### src/rtl/stepseq_pkg.sv
package stepseq_pkg;
  // Sizing of the electrical cycle.
  localparam int IDX_W  = 5;               // 32 positions per cycle
  localparam int OCT_W  = IDX_W - 2;       // offset bits within a quadrant
  localparam int OCT_N  = 1 << OCT_W;      // positions per quadrant
  localparam int MAG_W  = OCT_W + 1;       // magnitude step 0..OCT_N
  localparam int CODE_W = 4;               // width of a current-ratio code

  typedef logic [IDX_W-1:0]  idx_t;
  typedef logic [CODE_W-1:0] code_t;
  typedef logic [MAG_W-1:0]  mag_t;

  typedef enum logic [1:0] {
    RES_FULL    = 2'b00,
    RES_QUARTER = 2'b01,
    RES_HALF    = 2'b10,
    RES_EIGHTH  = 2'b11
  } res_e;

  // log2 of the index stride for a resolution
  function automatic int stride_log2(input res_e r);
    case (r)
      RES_FULL:    return OCT_W;
      RES_HALF:    return OCT_W - 1;
      RES_QUARTER: return OCT_W - 2;
      default:     return 0;
    endcase
  endfunction

  // Full steps sit on the diagonals; the other grids start at zero.
  function automatic idx_t grid_offset(input res_e r);
    return (r == RES_FULL) ? idx_t'(OCT_N / 2) : '0;
  endfunction

  // Coarse resolutions drive the diagonals at full scale.
  function automatic logic is_coarse(input res_e r);
    return (r == RES_FULL) || (r == RES_HALF);
  endfunction

  // Next position: stride when on the grid, otherwise snap to the
  // nearest grid point in the stepping direction. Wraps via width.
  function automatic idx_t next_index(input idx_t cur, input logic ccw,
                                      input res_e r);
    idx_t stride;
    idx_t mask;
    idx_t rem;
    stride = idx_t'(1) << stride_log2(r);
    mask   = stride - idx_t'(1);
    rem    = (cur - grid_offset(r)) & mask;
    if (rem == '0)
      return ccw ? (cur - stride) : (cur + stride);
    return ccw ? (cur - rem) : (cur + (stride - rem));
  endfunction

  // Magnitude step to ratio code: twice the step, saturating at full scale.
  function automatic code_t step_code(input mag_t k);
    if (k == mag_t'(OCT_N))
      return '1;
    return code_t'({k, 1'b0});
  endfunction
endpackage

### src/rtl/seq_position.sv
module seq_position
  import stepseq_pkg::*;
(
  input  logic step_clk,
  input  logic rst,
  input  logic hold,
  input  logic ccw,
  input  res_e res_in,
  output idx_t pos,
  output res_e res_lat,
  output logic adv
);
  idx_t pos_nxt;

  assign adv     = ~hold;
  assign pos_nxt = next_index(pos, ccw, res_in);

  always_ff @(posedge step_clk or posedge rst) begin
    if (rst) begin
      pos     <= '0;
      res_lat <= RES_EIGHTH;
    end else if (adv) begin
      pos     <= pos_nxt;
      res_lat <= res_in;
    end
  end
endmodule

### src/rtl/diag_detect.sv
module diag_detect
  import stepseq_pkg::*;
(
  input  logic [OCT_W-1:0] oct,
  output logic             on_diag
);
  localparam logic [OCT_W-1:0] DIAG_OCT = OCT_W'(OCT_N / 2);

  assign on_diag = (oct == DIAG_OCT);
endmodule

### src/rtl/phase_driver.sv
module phase_driver
  import stepseq_pkg::*;
#(
  parameter int PHASE = 0   // 0 = phase A (cosine side), 1 = phase B
) (
  input  idx_t  pos,
  input  logic  on_diag,
  input  logic  coarse,
  output logic  pol,
  output code_t code
);
  localparam logic IS_B = (PHASE != 0);

  logic [1:0]       quad;
  logic [OCT_W-1:0] oct;
  mag_t             oct_w;
  mag_t             mag;
  logic             swap;

  assign quad  = pos[IDX_W-1:OCT_W];
  assign oct   = pos[OCT_W-1:0];
  assign oct_w = mag_t'(oct);
  assign swap  = quad[0] ^ IS_B;
  assign mag   = swap ? oct_w : (mag_t'(OCT_N) - oct_w);
  assign code  = (on_diag && coarse) ? '1 : step_code(mag);

  generate
    if (PHASE == 0) begin : g_pol_a
      assign pol = ~(quad[1] ^ quad[0]);
    end else begin : g_pol_b
      assign pol = ~quad[1];
    end
  endgenerate
endmodule

### src/rtl/ustep_sequencer.sv
module ustep_sequencer
  import stepseq_pkg::*;
(
  input  logic              step_clk,
  input  logic              rst,
  input  logic              hold,
  input  logic              dir,
  input  logic [1:0]        res_sel,
  output logic              pol_a,
  output logic              pol_b,
  output logic [CODE_W-1:0] ratio_a,
  output logic [CODE_W-1:0] ratio_b,
  output logic              diag_mon
);
  idx_t  pos_idx;
  res_e  res_lat;
  logic  step_adv;
  logic  on_diag;
  logic  coarse;
  logic  pol_v  [2];
  code_t code_v [2];

  seq_position u_pos (
    .step_clk (step_clk),
    .rst      (rst),
    .hold     (hold),
    .ccw      (dir),
    .res_in   (res_e'(res_sel)),
    .pos      (pos_idx),
    .res_lat  (res_lat),
    .adv      (step_adv)
  );

  diag_detect u_diag (
    .oct     (pos_idx[OCT_W-1:0]),
    .on_diag (on_diag)
  );

  assign coarse = is_coarse(res_lat);

  generate
    for (genvar p = 0; p < 2; p++) begin : g_phase
      phase_driver #(.PHASE(p)) u_ph (
        .pos     (pos_idx),
        .on_diag (on_diag),
        .coarse  (coarse),
        .pol     (pol_v[p]),
        .code    (code_v[p])
      );
    end
  endgenerate

  assign pol_a    = pol_v[0];
  assign pol_b    = pol_v[1];
  assign ratio_a  = code_v[0];
  assign ratio_b  = code_v[1];
  assign diag_mon = on_diag;
endmodule

### config.mk
export PLATFORM = sky130hd
export DESIGN_NAME = ustep_sequencer
export DESIGN_NICKNAME = d
export VERILOG_FILES = /design/src/rtl/stepseq_pkg.sv /design/src/rtl/seq_position.sv /design/src/rtl/diag_detect.sv /design/src/rtl/phase_driver.sv /design/src/rtl/ustep_sequencer.sv
export SDC_FILE = /design/constraint.sdc
export NUM_CORES = 1
export LEC_CHECK = 0
export ABC_AREA = 0
export BUFFER_PORTS_ARGS = -buffer_cell sky130_fd_sc_hd__buf_2
export CORE_MARGIN = 3
export CORE_UTILIZATION = 51
export DETAILED_ROUTE_END_ITERATION = 8
export PLACE_DENSITY_LB_ADDON = 0.08
export SYNTH_ARGS = -nofsm -noshare
export SYNTH_HDL_FRONTEND = slang
export SYNTH_SLANG_ARGS = --single-unit
### constraint.sdc
create_clock -name step_clk -period 2.4 [get_ports step_clk]
set_input_delay 0 -clock step_clk [delete_from_list [all_inputs] [get_ports step_clk]]
set_output_delay 0 -clock step_clk [all_outputs]
set_load 0.02 [all_outputs]
==> flow_metrics.env, run 1 <==
export IMPL_outcome="complete, no violations"
export IMPL_finalHoldViolCount=0
export IMPL_synth_area_mm2=0.00109
export IMPL_layout_setup_ws_ps=31.8
export IMPL_yosysTopAreaCell="ha_1"
export IMPL_min_period_ps=2370
export IMPL_fin_crit_sh_pct=98.7
export IMPL_path_cells="inv_2 -> ha_4 -> mux2i_1 -> ha_1 -> a21o_1 -> ha_4 -> nor2_1 -> a21oi_2 -> xnor2_1 -> o21ai_1 -> xor2_1 -> a221oi_1"
export IMPL_io_buffers=16
export IMPL_synth_edf_count=0
export IMPL_cp_max_fo=2
export IMPL_p_sw_share_pct=50.9
export IMPL_grt_usage_pct=21.2
export IMPL_critPathMaxStageDelay_ps=410
export IMPL_die_h_um=52.3
export IMPL_antenna_found_initial=0
export IMPL_cts_made_buffers=3
export IMPL_wl_met3_um=89
export IMPL_yosysSeqAreaShare_pct=13.8
export IMPL_leakage_uw=0.000717
export IMPL_skew_ps=9.64
export IMPL_place_hpwl_mm=2.17
export IMPL_ys_async_sr_fraction_pct=100
export IMPL_p_sw_uw=1060
export IMPL_path_delay_family="adder cells"
export IMPL_ios=17
export IMPL_p_per_area_mw_per_mm2=1520
export IMPL_combPwrFrac_pct=85.3
export IMPL_nFillCells=161
export IMPL_rsz0062_at_grt="yes"
export IMPL_ant_nets=0
export IMPL_yosysMostFrequentCell="ha_1"
export IMPL_post_cts_buffers=0
export IMPL_die_area_mm2=0.00274
export IMPL_place_inst=192
export IMPL_core_area_mm2=0.00200
export IMPL_finalSetupViolCount=0
export IMPL_grt_overflow=0
export IMPL_cts_sinks=6
export IMPL_end_kind="flip-flop"
export IMPL_viasPerCell=5.27
export IMPL_cap_violations=0
export IMPL_grt_max_degree=14
export IMPL_arrival_ps=2510
export IMPL_crit_type="reg2reg"
export IMPL_fin_setup_tns_ps=0
export IMPL_relSlewSlack_pct=78.4
export IMPL_antenna_cells=0
export IMPL_max_freq_mhz=422
export IMPL_gp_congestion=0.800
export IMPL_start_util_pct=54.6
export IMPL_peakVddDrop_uv=903
export IMPL_hp_class="in2reg"
export IMPL_htree_num_levels=1
export IMPL_wl_met1_mm=1.11
export IMPL_highest_layer="met4"
export IMPL_area_growth_pct=24.9
export IMPL_synth_area_top_cells="ha_1, dfrtp_1, inv_1, nor2_1, a21oi_1"
export IMPL_drive_gt1_share_pct=28.8
export IMPL_syn_inst=142
export IMPL_worst_ep_required_time_ps=2540
export IMPL_final_cells=197
export IMPL_clock_path_buffers=2
export IMPL_multi_input_area_um2=902
export IMPL_ys_ff_latch=6
export IMPL_tritoncts="done"
export IMPL_whs_ps=109
export IMPL_seq_power_share_pct=9.9
export IMPL_drtIter0Drc=24
export IMPL_start_kind="flip-flop"
export IMPL_drc=0
export IMPL_num_rows=16
export IMPL_synthTopCellsByCount="ha_1, inv_1, nor2_1, nand2_1, a21oi_1"
export IMPL_maxSlewViolCount=0
export IMPL_fin_util_pct=68.3
export IMPL_wl_per_cell_um=12.9
export IMPL_cpMaxStageDelayCell="dfrtp_2"
export IMPL_ys_flop_type="dfrtp_1"
export IMPL_nets=199
export IMPL_place_ws_ps=-43.0
export IMPL_grt_pass1_vias=1031
export IMPL_synth_avg_cell_area_um2=7.70
export IMPL_tightest_slew_ps=324
export IMPL_synthDistinctLibCells=32
export IMPL_dr_wl_met2_mm=1.29
export IMPL_ys_warn_count=0
export IMPL_ctsRootBufferMaster="clkbuf_4"
export IMPL_seq_area_um2=153
export IMPL_p_clk_share_pct=4.8
export IMPL_wirelength_mm=2.54
export IMPL_synth_top_area_share_pct=22.9
export IMPL_crit_buf_inv=1
export IMPL_grt_first_pass_wirelength_mm=4.49
export IMPL_syn_num_nets=170
export IMPL_path_common_cell="ha_4"
export IMPL_die_w_um=52.3
export IMPL_clk_pin_slew_worst_paths_ps=50
export IMPL_first_pass_iters=4
export IMPL_intPower_uw=1020
export IMPL_clock_latency_ps=240
export IMPL_vias=1038
-- worst reg2reg max path: cells and delay by family, from the launching register on --
| family | cells | cell delay, ps |
|---|---|---|
| AO/OA/AOI/OAI | 4 | 660 |
| AND/OR/NAND/NOR | 1 | 40 |
| buffers and inverters | 1 | 80 |
| flip-flops | 1 | 410 |
| multiplexers | 1 | 110 |
| XOR/XNOR | 2 | 290 |
| adder cells (fa/ha/maj) | 3 | 680 |
-- per-layer routing --
layer	vias to the layer above	track usage [%]
li1	525	-
met1	486	26.7
met2	23	38.6
met3	4	1.71
met4	0	4.26
met5	-	0
-- area by class of cell --
class / count / area share, %
tap: 27 / 2.47
timing repair buffer: 29 / 13.2
clock buffer: 4 / 1.92
multi-input combinational: 112 / 66.0
sequential: 6 / 11.2
inverter: 19 / 5.22
-- path summary, 6_finish.rpt --
check	start	end	slack, ps	cells after the start
hold / removal	hold	u_pos.pos[1]$_DFFE_PP0N_	110	2
setup reg to reg	u_pos.pos[2]$_DFFE_PP0N_	u_pos.pos[4]$_DFFE_PP0N_	30	12
hold reg to reg	u_pos.pos[2]$_DFFE_PP0N_	u_pos.pos[2]$_DFFE_PP0N_	590	2
min in group asynchronous	rst	u_pos.pos[3]$_DFFE_PP0N_	210	3
setup / recovery	u_pos.pos[2]$_DFFE_PP0N_	u_pos.pos[4]$_DFFE_PP0N_	30	12
max in group asynchronous	rst	u_pos.res_lat[0]$_DFFE_PP1N_	1930	3
-- flip-flops by register name, indices dropped and copies added, names as in the netlist --
register	flops
u_pos.pos	5
u_pos.res_lat	1
-- per-stage QoR --
stage,power (uW),area (um^2)
after global routing,2290,1370
after global placement,1850,1290
after CTS,2020,1330
after floorplan,1460,1120
after detailed placement,1910,1290
final,2070,1370
-- cells in the final DEF (no fill, tap or decap), types with 4 or more instances in the layout --
| cell | instances |
|---|---|
| nor2b_1 | 4 |
| dfrtp_1 | 4 |
| buf_4 | 12 |
| a21oi_1 | 11 |
| ha_1 | 17 |
| xor2_1 | 4 |
| a21o_1 | 4 |
| nand2_1 | 14 |
| nor2_1 | 17 |
| buf_2 | 16 |
| inv_1 | 17 |
| xnor2_1 | 6 |
-- timing repair --
item / in CTS / in global routing
hold endpoints to repair: 6 / 0
pin swaps: 1 / 6
setup endpoints to repair: 1 / 9
hold buffers: 1 / 0
gates resized for setup: 1 / 6
-- cell families after synthesis --
kind of cell | Yosys count | synth area share (%)
compound gates | 29 | 16.6
xor+xnor | 10 | 8.01
fa+ha+maj | 22 | 26.5
buf+inv | 24 | 9.61
flops | 6 | 13.8
mux | 7 | 7.21
simple gates | 44 | 18.2
-- power groups by stage --
stage	registers (uW)	logic (uW)	clock network, uW
after global placement	203	1650	0
after floorplan	206	1260	0
after global routing	213	1970	111
after detailed placement	204	1710	0
final	205	1770	100
after CTS	202	1720	103
Power figures use the tool's default switching activity.
==> inputs of run 2 (changes only) <==
--- a/config.mk
+++ b/config.mk
@@ -10,3 +10,3 @@
 export CORE_MARGIN = 3
-export CORE_UTILIZATION = 51
+export CORE_UTILIZATION = 52
 export DETAILED_ROUTE_END_ITERATION = 8
@@ -15,2 +15,3 @@
 export SYNTH_HDL_FRONTEND = slang
+export SYNTH_HIERARCHICAL = 1
 export SYNTH_SLANG_ARGS = --single-unit
==> constraint.sdc (replaced) <==
create_clock -name step_clk -period 2.4 [get_ports step_clk]
set_input_delay 0.36 -clock step_clk [delete_from_list [all_inputs] [get_ports step_clk]]
set_output_delay 0.36 -clock step_clk [all_outputs]
set_load 0.02 [all_outputs]
==> flow_metrics.env, run 2 <==
export IMPL_combPwrFrac_pct=85.5
export IMPL_skew_ps=8.67
export IMPL_area_growth_pct=32.8
export IMPL_leakage_uw=0.000812
export IMPL_syn_inst=145
export IMPL_cts_made_buffers=3
export IMPL_p_clk_share_pct=4.5
export IMPL_p_sw_share_pct=50.8
export IMPL_grt_overflow=0
export IMPL_grt_usage_pct=21.5
export IMPL_clock_latency_ps=240
export IMPL_die_h_um=53.9
export IMPL_syn_num_nets=172
export IMPL_p_sw_uw=1110
export IMPL_end_kind="flip-flop"
export IMPL_htree_num_levels=1
export IMPL_fin_setup_tns_ps=0
export IMPL_seq_power_share_pct=10.0
export IMPL_wl_met3_um=137
export IMPL_gp_congestion=0.967
export IMPL_die_w_um=53.9
export IMPL_ctsRootBufferMaster="clkbuf_4"
export IMPL_grt_pass1_vias=1032
export IMPL_grt_max_degree=12
export IMPL_wl_met1_mm=1.38
export IMPL_p_per_area_mw_per_mm2=1390
export IMPL_drtIter0Drc=12
export IMPL_reg_top3="u_pos/pos: 5 flops, u_pos/res_lat: 1 flops"
export IMPL_ant_nets=0
export IMPL_viasPerCell=5.38
export IMPL_fin_crit_sh_pct=95.8
export IMPL_place_hpwl_mm=2.39
export IMPL_crit_type="reg2reg"
export IMPL_fin_util_pct=76.7
export IMPL_ys_warn_count=6
export IMPL_clock_path_buffers=2
export IMPL_maxSlewViolCount=0
export IMPL_wl_per_cell_um=13.7
export IMPL_ios=17
export IMPL_antenna_found_initial=0
export IMPL_outcome="complete, no violations"
export IMPL_layout_commonest_cell="buf_4"
export IMPL_finalHoldViolCount=0
export IMPL_worst_ep_required_time_ps=2530
export IMPL_core_area_mm2=0.00206
export IMPL_tritoncts="done"
export IMPL_vias=1140
export IMPL_intPower_uw=1080
export IMPL_hp_class="in2async"
export IMPL_max_freq_mhz=435
export IMPL_relSlewSlack_pct=81.7
export IMPL_min_period_ps=2300
export IMPL_drc=0
export IMPL_whs_ps=14.9
export IMPL_first_pass_iters=4
export IMPL_dr_wl_met2_mm=1.33
export IMPL_start_kind="flip-flop"
export IMPL_peakVddDrop_uv=935
export IMPL_num_rows=16
export IMPL_highest_layer="met4"
export IMPL_cp_max_fo=4
export IMPL_wirelength_mm=2.90
export IMPL_synth_avg_cell_area_um2=8.21
export IMPL_clk_pin_slew_worst_paths_ps=50
export IMPL_cap_violations=0
export IMPL_antenna_cells=0
export IMPL_tightest_slew_ps=267
export IMPL_final_cells=212
export IMPL_nets=213
export IMPL_hold_buffers=0
export IMPL_largest_register="u_pos/pos"
export IMPL_start_util_pct=57.8
export IMPL_arrival_ps=2430
export IMPL_rsz0062_at_grt="yes"
export IMPL_cts_sinks=6
export IMPL_layout_common_cells="buf_4, inv_1, ha_1"
export IMPL_drive_gt1_share_pct=36.8
export IMPL_io_buffers=16
export IMPL_synth_area_mm2=0.00119
export IMPL_die_area_mm2=0.00290
export IMPL_largest_reg_flops=5
export IMPL_grt_first_pass_wirelength_mm=4.53
export IMPL_finalSetupViolCount=0
export IMPL_place_inst=207
run 2: cell types whose count changed in the layout (fill, tap and decap cells not counted), moves of 2 or more:
cell	before	now
mux2_2	3	1
nand2_4	0	2
a21oi_1	11	7
a32oi_2	0	2
inv_1	17	21
xnor2_1	6	9
nand2b_4	1	3
buf_4	12	25
nor2_1	17	6
run 2: power groups by stage:
stage | Combinational (uW) | Clock, uW | Sequential [uW]
after floorplan | 1190 | 0 | 258
after global placement | 1720 | 0 | 216
after detailed placement | 1770 | 0 | 217
after CTS | 1810 | 102 | 216
after global routing | 2070 | 109 | 227
final | 1870 | 97.8 | 220
run 2: final cells by class:
type	instances	area [um^2]
fill	153	480
sequential	6	153
timing repair buffer	41	274
inverter	23	86.3
tap	27	33.8
clock buffer	4	26.3
multi-input combinational	111	1010
run 2: final timing paths:
check / endpoint / slack (ps) / start / depth (start not counted)
hold / removal: u_pos/pos[4]$_DFFE_PP0N_ / 10 / rst / 2
setup / recovery: u_pos/pos[4]$_DFFE_PP0N_ / 100 / u_pos/pos[0]$_DFFE_PP0N_ / 10
hold reg to reg: u_pos/res_lat[0]$_DFFE_PP1N_ / 640 / u_pos/res_lat[0]$_DFFE_PP1N_ / 1
setup reg to reg: u_pos/pos[4]$_DFFE_PP0N_ / 100 / u_pos/pos[0]$_DFFE_PP0N_ / 10
min in group step_clk: u_pos/pos[0]$_DFFE_PP0N_ / 420 / hold / 2
max in group asynchronous: u_pos/res_lat[0]$_DFFE_PP1N_ / 2130 / rst / 2
run 2: timing repair:
| action | CTS | global route |
|---|---|---|
| resized for setup | 2 | 7 |
| pin swaps | 1 | 3 |
| endpoints found under the setup margin | 1 | 5 |
| buffers inserted | 1 | 0 |
run 2: stage by stage:
| step | cell area (um^2) | total power [uW] | worst slack [ps] |
|---|---|---|---|
| 2_1_floorplan | 1240 | 1440 | 9.85 |
| 3_3_place_gp | 1510 | 1940 | -74.4 |
| 3_5_place_dp | 1510 | 1990 | -165 |
| 4_1_cts | 1550 | 2130 | 27.6 |
| 5_1_grt | 1580 | 2400 | -17.4 |
| 6_report | 1580 | 2190 | 102 |
run 2: worst max-delay path, stage by stage, from the launching register on:
cell and delay, ps:
dfrtp_2 390, inv_1 70, ha_1 200, nand2b_4 150, fa_2 330, nand2b_4 150, o2bb2ai_1 140, o31ai_1 210
a21oi_1 80, xor2_1 180, o311a_1 290
run 2: routing by layer:
metal,vias up,global-route usage (%)
met4,0,6.81
met2,36,36.1
li1,571,-
met5,-,0
met3,6,1.11
met1,527,29.4
